===== src/rtl/pmu_pkg.sv =====
package pmu_pkg;

    localparam int unsigned DATA_W  = 32;
    localparam int unsigned CODE_W  = 8;
    localparam int unsigned NUM_CTR = 3;

    // counter indices; also the order of the enable and flag fields
    localparam int unsigned IDX_EV0 = 0;
    localparam int unsigned IDX_EV1 = 1;
    localparam int unsigned IDX_CYC = 2;

    localparam logic [CODE_W-1:0] CODE_EVERY_CLK = 8'hFF;

    // control word bit positions
    localparam int unsigned B_RUN     = 0;
    localparam int unsigned B_CLR_EV  = 1;
    localparam int unsigned B_CLR_CYC = 2;
    localparam int unsigned B_DIV     = 3;
    localparam int unsigned B_IEN     = 4;
    localparam int unsigned B_FLAG    = 8;
    localparam int unsigned B_CODE1   = 12;
    localparam int unsigned B_CODE0   = 20;

    typedef enum logic [1:0] {
        A_CTRL = 2'd0,
        A_CYC  = 2'd1,
        A_EV0  = 2'd2,
        A_EV1  = 2'd3
    } pmu_addr_e;

    typedef struct packed {
        logic                run;
        logic                div;
        logic [NUM_CTR-1:0]  ien;
        logic [NUM_CTR-1:0]  flag;
        logic [CODE_W-1:0]   code0;
        logic [CODE_W-1:0]   code1;
    } pmu_ctrl_t;

    function automatic logic [1:0] ctr_addr(input int unsigned idx);
        case (idx)
            IDX_EV0: ctr_addr = A_EV0;
            IDX_EV1: ctr_addr = A_EV1;
            default: ctr_addr = A_CYC;
        endcase
    endfunction

    function automatic logic [DATA_W-1:0] pack_ctrl(input pmu_ctrl_t c);
        logic [DATA_W-1:0] r;
        r = '0;
        r[B_RUN]                      = c.run;
        r[B_DIV]                      = c.div;
        r[B_IEN +: NUM_CTR]           = c.ien;
        r[B_FLAG +: NUM_CTR]          = c.flag;
        r[B_CODE1 +: CODE_W]          = c.code1;
        r[B_CODE0 +: CODE_W]          = c.code0;
        return r;
    endfunction

endpackage


===== src/rtl/pmu_evt_sel.sv =====
module pmu_evt_sel
    import pmu_pkg::*;
#(
    parameter int unsigned NUM_EVT = 19
) (
    input  logic [CODE_W-1:0]  code,
    input  logic [NUM_EVT-1:0] evt_in,
    output logic               hit
);

    always_comb begin
        hit = 1'b0;
        for (int i = 0; i < NUM_EVT; i++) begin
            if (code == CODE_W'(i)) hit = evt_in[i];
        end
        if (code == CODE_EVERY_CLK) hit = 1'b1;
    end

endmodule


===== src/rtl/pmu_counter.sv =====
module pmu_counter #(
    parameter int unsigned W = 32
) (
    input  logic         clk,
    input  logic         rst_n,
    input  logic         inc,
    input  logic         load,
    input  logic [W-1:0] load_val,
    input  logic         clr,
    output logic [W-1:0] value,
    output logic         wrap
);

    logic [W-1:0] cnt_d, cnt_q;

    always_comb begin
        cnt_d = cnt_q;
        wrap  = 1'b0;
        if (clr) begin
            cnt_d = '0;
        end else if (load) begin
            cnt_d = load_val;
        end else if (inc) begin
            cnt_d = cnt_q + W'(1);
            wrap  = &cnt_q;
        end
    end

    always_ff @(posedge clk or negedge rst_n) begin
        if (!rst_n) cnt_q <= '0;
        else        cnt_q <= cnt_d;
    end

    assign value = cnt_q;

endmodule


===== src/rtl/perf_monitor.sv =====
module perf_monitor
    import pmu_pkg::*;
#(
    parameter int unsigned CNT_W   = 32,
    parameter int unsigned NUM_EVT = 19,
    parameter int unsigned CYC_DIV = 64
) (
    input  logic               clk,
    input  logic               rst_n,
    input  logic [1:0]         reg_addr,
    input  logic               reg_we,
    input  logic [DATA_W-1:0]  reg_wdata,
    output logic [DATA_W-1:0]  reg_rdata,
    input  logic [NUM_EVT-1:0] evt_in,
    output logic               irq
);

    localparam int unsigned     PRE_W    = (CYC_DIV > 1) ? $clog2(CYC_DIV) : 1;
    localparam logic [PRE_W-1:0] PRE_LAST = PRE_W'(CYC_DIV - 1);

    typedef struct packed {
        pmu_ctrl_t        ctrl;
        logic [PRE_W-1:0] pre;
    } pmu_state_t;

    pmu_state_t st_d, st_q;

    logic                             wr_ctrl, clr_ev, clr_cyc, cyc_tick;
    logic [NUM_CTR-1:0]               ctr_inc, ctr_load, ctr_clr, ctr_wrap;
    logic [NUM_CTR-1:0][CNT_W-1:0]    cnt_val;
    logic [1:0][CODE_W-1:0]           ev_code;
    logic [1:0]                       ev_hit;
    logic [NUM_CTR-1:0]               ovf_flags;
    logic                             glob_en;

    assign wr_ctrl = reg_we && (reg_addr == A_CTRL);
    assign clr_ev  = wr_ctrl && reg_wdata[B_CLR_EV];
    assign clr_cyc = wr_ctrl && reg_wdata[B_CLR_CYC];
    assign glob_en = st_q.ctrl.run;
    assign ovf_flags = st_q.ctrl.flag;

    assign ev_code[IDX_EV0] = st_q.ctrl.code0;
    assign ev_code[IDX_EV1] = st_q.ctrl.code1;

    assign cyc_tick = glob_en && (!st_q.ctrl.div || (st_q.pre == PRE_LAST));

    // event selection for the two general counters
    for (genvar e = 0; e < 2; e++) begin : g_sel
        pmu_evt_sel #(.NUM_EVT(NUM_EVT)) u_sel (
            .code   (ev_code[e]),
            .evt_in (evt_in),
            .hit    (ev_hit[e])
        );
        assign ctr_inc[e] = glob_en && ev_hit[e];
        assign ctr_clr[e] = clr_ev;
    end
    assign ctr_inc[IDX_CYC] = cyc_tick;
    assign ctr_clr[IDX_CYC] = clr_cyc;

    for (genvar i = 0; i < NUM_CTR; i++) begin : g_ctr
        assign ctr_load[i] = reg_we && (reg_addr == ctr_addr(i));
        pmu_counter #(.W(CNT_W)) u_ctr (
            .clk      (clk),
            .rst_n    (rst_n),
            .inc      (ctr_inc[i]),
            .load     (ctr_load[i]),
            .load_val (reg_wdata[CNT_W-1:0]),
            .clr      (ctr_clr[i]),
            .value    (cnt_val[i]),
            .wrap     (ctr_wrap[i])
        );
    end

    always_comb begin
        st_d = st_q;
        if (glob_en && st_q.ctrl.div) begin
            st_d.pre = (st_q.pre == PRE_LAST) ? '0 : st_q.pre + PRE_W'(1);
        end
        if (clr_cyc || ctr_load[IDX_CYC]) begin
            st_d.pre = '0;
        end
        if (wr_ctrl) begin
            st_d.ctrl.run   = reg_wdata[B_RUN];
            st_d.ctrl.div   = reg_wdata[B_DIV];
            st_d.ctrl.ien   = reg_wdata[B_IEN +: NUM_CTR];
            st_d.ctrl.code0 = reg_wdata[B_CODE0 +: CODE_W];
            st_d.ctrl.code1 = reg_wdata[B_CODE1 +: CODE_W];
            st_d.ctrl.flag  = st_q.ctrl.flag & ~reg_wdata[B_FLAG +: NUM_CTR];
        end
        st_d.ctrl.flag = st_d.ctrl.flag | ctr_wrap;
    end

    always_ff @(posedge clk or negedge rst_n) begin
        if (!rst_n) st_q <= '0;
        else        st_q <= st_d;
    end

    always_comb begin
        case (reg_addr)
            A_CTRL:  reg_rdata = pack_ctrl(st_q.ctrl);
            A_CYC:   reg_rdata = DATA_W'(cnt_val[IDX_CYC]);
            A_EV0:   reg_rdata = DATA_W'(cnt_val[IDX_EV0]);
            default: reg_rdata = DATA_W'(cnt_val[IDX_EV1]);
        endcase
    end

    assign irq = |(ovf_flags & st_q.ctrl.ien);

endmodule



===== config.mk =====
export PLATFORM = sky130hd
export DESIGN_NAME = perf_monitor
export DESIGN_NICKNAME = d
export VERILOG_FILES = /design/src/rtl/pmu_pkg.sv /design/src/rtl/pmu_evt_sel.sv /design/src/rtl/pmu_counter.sv /design/src/rtl/perf_monitor.sv
export SDC_FILE = /design/constraint.sdc
export NUM_CORES = 1
export LEC_CHECK = 0
export ABC_CLOCK_PERIOD_IN_PS = 3150
export CAP_MARGIN = 30
export CORE_AREA = 2 2 124 126
export DETAILED_ROUTE_END_ITERATION = 12
export DIE_AREA = 0 0 126 128
export PLACE_DENSITY = 0.81
export SYNTH_ARGS = -nofsm -noshare
export SYNTH_HDL_FRONTEND = slang
export SYNTH_SLANG_ARGS = --single-unit

===== constraint.sdc =====
create_clock -name clk -period 3.15 [get_ports clk]
set_clock_uncertainty 0.15 [all_clocks]
set_input_delay 0.315 -clock clk [delete_from_list [all_inputs] [get_ports clk]]
set_output_delay 0.315 -clock clk [all_outputs]
set_load 0.01 [all_outputs]

After elaboration in Yosys (flattened, before gate mapping)
Index checks and enable logic that the tools add are counted.
- add/subtract/negate cells: 4
- equality and inequality tests: 42
- mux-type cells: 63
- bitwise logic cells: 4
- reduce and logical (&&, ||, !) cells: 24
- operators by type and width (cell ; number):
    32-bit 2-to-1 mux ; 9
    8-bit by 4-bit equality test with 1-bit output, second input constant ; 16
    32-bit by 1-bit adder with 32-bit output, second input constant ; 3
    32-bit case mux with 3 select lines ; 1
    32-bit AND reduction ; 3
    8-bit by 3-bit equality test with 1-bit output, second input constant ; 8
    1-bit 2-to-1 mux ; 49
    8-bit by 5-bit equality test with 1-bit output, second input constant ; 6
    8-bit by 2-bit equality test with 1-bit output, second input constant ; 4
    19-bit 2-to-1 mux ; 1
    6-bit 2-to-1 mux ; 3
    8-bit by 1-bit equality test with 1-bit output, second input constant ; 2
    8-bit equality test, second input constant ; 2
    8-bit logical NOT ; 2
    1-bit logical AND ; 10
    3-bit nonzero test ; 3
    6-bit by 1-bit adder with 6-bit output, second input constant ; 1
    3-bit bitwise AND ; 2
    6-bit equality test, second input constant ; 1
    2-bit equality test, second input constant ; 2
    3-bit NOT ; 1
    3-bit OR ; 1
    3-bit OR reduction ; 1
    2-bit by 1-bit equality test with 1-bit output, second input constant ; 1
    other kinds (4) ; 5
- register bits: 126
- output and inout bits: 33

Depth between registers and ports, before layout
- depth after elaboration: 26
- gate-level depth with buffers: 11
- mapped depth without buffers: 9

Cells and area by module
From an unflattened synthesis, not the netlist that was laid out.
- cell total of the unflattened synthesis: 967
- area total of the unflattened synthesis: 9102.5 µm²
- by module, submodules not included (module ; times used ; cells each ; area an instance (µm²)):
    pmu_counter ; 3 ; 251 ; 2172.1
    perf_monitor ; 1 ; 152 ; 2113.3
    pmu_evt_sel ; 2 ; 31 ; 236.5

Worst setup path after synthesis
OpenSTA, ideal clock, no wires.
- path kind: reg-to-reg
- start point: register st_q, in the netlist ev_code[0]
- end point: register g_ctr[0].u_ctr.cnt_q[19]
- setup time: 82 ps
- arrival: 2295 ps
- data required time: 2918 ps
- path slack: 623 ps
- stages on the path, launching flop included: 10
- path buffers: 1
- cells stage by stage: dfrtp_1 -> buf_6 -> or3b_1 -> a211o_1 -> a31oi_1 -> o211ai_1 -> a21oi_4 -> o211ai_4 -> or3_1 -> a31oi_1
- cells in the longest elaborated chain, start to end: 23
- RTL lines (element ; line ; text):
    start, declared ; perf_monitor.sv:26 ; pmu_state_t st_d, st_q;
    start signal, assigned ; perf_monitor.sv:95 ; else st_q <= st_d;
    8-bit logical NOT ; pmu_evt_sel.sv:14 ; if (code == CODE_W'(i)) hit = evt_in[i];
    1-bit 2-to-1 mux (19 in series) ; pmu_evt_sel.sv:14 ;
    1-bit 2-to-1 mux (*) ; pmu_evt_sel.sv:16 ; if (code == CODE_EVERY_CLK) hit = 1'b1;
    1-bit logical AND (*) ; perf_monitor.sv:54 ; assign ctr_inc[e] = glob_en && ev_hit[e];
    3-bit nonzero test (no source line) (*) ; n/a ;
    end signal, assigned ; pmu_counter.sv:31 ; else cnt_q <= cnt_d;
    end, declared ; pmu_counter.sv:14 ; logic [W-1:0] cnt_d, cnt_q;
Every way passes the cells marked *; elsewhere a longest branch is shown, timed or not.
A chain may end at the register's enable or synchronous reset.

Worst setup path in the final report
- start point: register st_q, in the netlist ev_code[8]
- end point: register g_ctr[1].u_ctr.cnt_q[17]
- cells in the longest elaborated chain, start to end: 23
- RTL lines (element ; line):
    8-bit logical NOT ; pmu_evt_sel.sv:14
    1-bit 2-to-1 mux (19 in series) ; pmu_evt_sel.sv:14
    1-bit 2-to-1 mux (*) ; pmu_evt_sel.sv:16
    1-bit logical AND (*) ; perf_monitor.sv:54
    3-bit nonzero test (no source line) (*) ; n/a
    end signal, assigned ; pmu_counter.sv:31
    end, declared ; pmu_counter.sv:14
Marked as above.

==> impl_metrics.sql <==
INSERT INTO impl_metrics (metric_group, metric, value, unit) VALUES
('logic_synthesis', 'synth_edf_count', '0', ''),
('grt', 'grt_antenna_before_repair', '0', ''),
('grt', 'grt_max_degree', '57', ''),
('logic_synthesis', 'netlist_top_cells_area', 'sky130_fd_sc_hd__dfrtp_1, sky130_fd_sc_hd__o21ai_0, sky130_fd_sc_hd__mux4_2', ''),
('pwr', 'leakage', '3.91', 'nW'),
('worst_setup_path', 'required', '3300', 'ps'),
('floorplan', 'die-height', '128', 'µm'),
('timing', 'max_slew.worst_pin.slew', '683', 'ps'),
('route', 'detailedRoute.firstPassIterationCount', '7', ''),
('clock_network', 'clockBufferDepth', '2', ''),
('grt', 'grt_first_pass_wirelength', '42700', 'µm'),
('logic_synthesis', 'synth_top_area_share', '37.2', '%'),
('logic_synthesis', 'yosysMostFrequentCell', 'sky130_fd_sc_hd__o21ai_0', ''),
('worst_setup_path', 'cpPeakStageDelay', '460', 'ps'),
('timing', 'final.min_clock_period', '2860', 'ps'),
('logic_synthesis', 'synth_seq_cells', '126', ''),
('route', 'wl', '27000', 'µm'),
('timing', 'slew_headroom', '54.3', '%'),
('clock_network', 'cts_root_buf', 'sky130_fd_sc_hd__clkbuf_16', ''),
('floorplan', 'die_area', '0.0161', 'mm²'),
('timing', 'hold_viol', '0', ''),
('floorplan', 'core_rows', '45', ''),
('route', 'post-route-drc-count', '0', ''),
('timing', 'finalSetupViolCount', '0', ''),
('layout', 'layout.area.seq', '0.00315', 'mm²'),
('logic_synthesis', 'ys_seq_area_share', '37.2', '%'),
('flow_run', 'cap_violations', '0', ''),
('layout', 'number_of_fill_cells_in_the_layout', '1147', ''),
('layout', 'flow.area_growth_from_synthesis', '21.4', '%'),
('logic_synthesis', 'synth.cells.most_frequent', 'sky130_fd_sc_hd__o21ai_0, sky130_fd_sc_hd__dfrtp_1, sky130_fd_sc_hd__a21oi_1, sky130_fd_sc_hd__nand2_1, sky130_fd_sc_hd__clkbuf_1', ''),
('timing', 'max_freq', '349', 'MHz'),
('placed_design', 'dpl.hpwl', '19500', 'µm'),
('layout', 'final_core_occ', '69.1', '%'),
('clock_network', 'cts_max_level', '4', ''),
('floorplan', 'design.portCount', '89', ''),
('worst_setup_path', 'timing_worst_setup_path_type', 'register to register', ''),
('timing', 'setup_tns', '0', 'ps'),
('grt', 'grt_pass1_vias', '7623', ''),
('grt', 'grt_util_all_layers', '34.0', '%'),
('grt', 'global_route.overflow_total', '0', ''),
('clock_network', 'tritoncts', 'built', ''),
('pwr', 'power.ir.vdd_worst', '414', 'µV'),
('layout', 'final_nets', '1098', ''),
('logic_synthesis', 'cell_accounting_for_the_most_synthesized_area', 'sky130_fd_sc_hd__dfrtp_1', ''),
('logic_synthesis', 'mappedNetlistArea', '0.00847', 'mm²'),
('min_path', 'worst_hold_path_type', 'primary input to asynchronous set/reset pin', ''),
('status', 'outcome', 'completed', ''),
('logic_synthesis', 'yosysWarnings', '0', ''),
('logic_synthesis', 'ys_async_sr_fraction', '100', '%'),
('layout', 'post_route_cells_drive_above_1_share', '14.0', '%'),
('worst_setup_path', 'crit_arrival', '3010', 'ps'),
('worst_setup_path', 'crit_path_top_delay_cell', 'sky130_fd_sc_hd__o21ai_0', ''),
('timing', 'final_min_period_over_clock_period', '90.9', '%'),
('route', 'drt-wirelength-per-cell', '21.8', 'µm'),
('layout', 'multi_input_area', '0.00497', 'mm²'),
('pwr', 'power.density_cell_area', '584', 'mW/mm²'),
('worst_setup_path', 'path_cells', 'buf_4 -> nand2b_1 -> a21oi_1 -> a32oi_1 -> o21ai_0 -> a311oi_4 -> buf_12 -> nor4_1 -> xnor2_1 -> o21ai_0', ''),
('clock_network', 'cts.clk_slew.worst_paths', '60', 'ps'),
('logic_synthesis', 'synth_cell_types', '62', ''),
('route', 'antenna_violating_nets_post_route', '0', ''),
('worst_setup_path', 'critPathLaunchType', 'register', ''),
('logic_synthesis', 'postSynthCellCount', '959', ''),
('clock_network', 'skew_pair_late_insertion_delay', '430', 'ps'),
('placed_design', 'place.port_buffers', '88', ''),
('logic_synthesis', 'synth.avg_cell_area', '8.83', 'µm²'),
('timing', 'number_of_pins_exceeding_their_max_slew_limit_in_the_final_report', '0', ''),
('floorplan', 'die_x', '126', 'µm'),
('logic_synthesis', 'synth_nets', '1019', ''),
('placed_design', 'dpl_cell_area', '0.00966', 'mm²'),
('worst_setup_path', 'path_common_cell', 'sky130_fd_sc_hd__o21ai_0', ''),
('placed_design', 'gpl.final_weighted_congestion', '0.953', '');
==> report_power, final <==
part	internal, mW	switching (mW)	total [mW]	leakage (nW)
Clock	1.30	0.765	2.07	0.292
Combinational	0.788	0.779	1.57	2.04
Sequential	1.91	0.452	2.36	1.57
==> logic make-up after synthesis <==
family,synth area share [%]
adder cells (fa/ha/maj),0.591
AND/OR/NAND/NOR,19.2
flip-flops,37.2
AO/OA/AOI/OAI,20.9
buffers and inverters,4.37
multiplexers,11.5
XOR/XNOR,6.21
==> cell usage in the layout (no fill, tap or decap), types with 28 or more instances in the layout <==
cell	netlist	layout
sky130_fd_sc_hd__nor2_1	49	48
sky130_fd_sc_hd__clkdlybuf4s50_1	0	85
sky130_fd_sc_hd__nand2_1	79	79
sky130_fd_sc_hd__a21oi_1	85	85
sky130_fd_sc_hd__xor2_1	28	28
sky130_fd_sc_hd__xnor2_1	32	32
sky130_fd_sc_hd__dfrtp_1	126	125
sky130_fd_sc_hd__nor4_1	29	29
sky130_fd_sc_hd__nand3_1	32	32
sky130_fd_sc_hd__buf_4	0	42
sky130_fd_sc_hd__o21ai_0	132	132
sky130_fd_sc_hd__mux2_2	29	29
==> state kept, by name, indices dropped and copies added (netlist names) <==
signal	count
g_ctr.u_ctr.value	96
st_q	10
glob_en	1
ovf_flags	3
ev_code	16
==> metrics by stage <==
step	hold slack, ps	setup WS (ps)	power, mW	instances
finish	281	285	6.00	1239
global route	349	161	6.25	1239
CTS	310	226	5.96	1239
detailed placement	214	73.1	3.90	1206
global placement	216	108	3.84	1205
floorplan	-131	623	3.19	959
==> repair_timing <==
item,in CTS,in global routing
endpoints found under the setup margin,0,3
resized for setup,0,1
hold endpoints to repair,42,0
hold buffers,1,0
==> path summary, 6_finish.rpt <==
path                                  from                  endpoint  slack, ps  cells past startpoint
worst min-delay path                 rst_n   g_ctr[2].u_ctr.value[3]        280                      2
max in group asynchronous            rst_n  g_ctr[0].u_ctr.value[21]       1800                      3
worst max register to register  ev_code[8]  g_ctr[1].u_ctr.value[17]        290                     10
worst max-delay path            ev_code[8]  g_ctr[1].u_ctr.value[17]        290                     10
min in group clk                  st_q[27]                  st_q[27]        390                      1
worst min register to register    st_q[27]                  st_q[27]        390                      1
==> metal layers <==
metal  part of all wire, %  global-route usage, %  routed length [µm]
met5                     0                      0                   0
met4                   2.2                   10.4                 603
met3                    12                   8.10                3110
met2                    44                   49.3               12000
met1                    42                   50.9               11300
==> layout make-up <==
cell class / count / share of cell area [%]
clock buffers: 22 / 4.61
clock inverters: 10 / 1.33
inverters: 18 / 0.657
multi-input cells: 742 / 48.3
flip-flops and latches: 126 / 30.7
well taps: 188 / 2.29
repair buffers: 133 / 12.1
==> worst max-delay path: cells and delay by family (launching register included) <==
family / cells / cell delay [ps]
AO/OA/AOI/OAI: 5 / 1020
XOR/XNOR: 1 / 180
buffers and inverters: 2 / 400
flip-flops: 1 / 400
AND/OR/NAND/NOR: 2 / 570
Note: power is estimated with default switching activity, not from simulation.
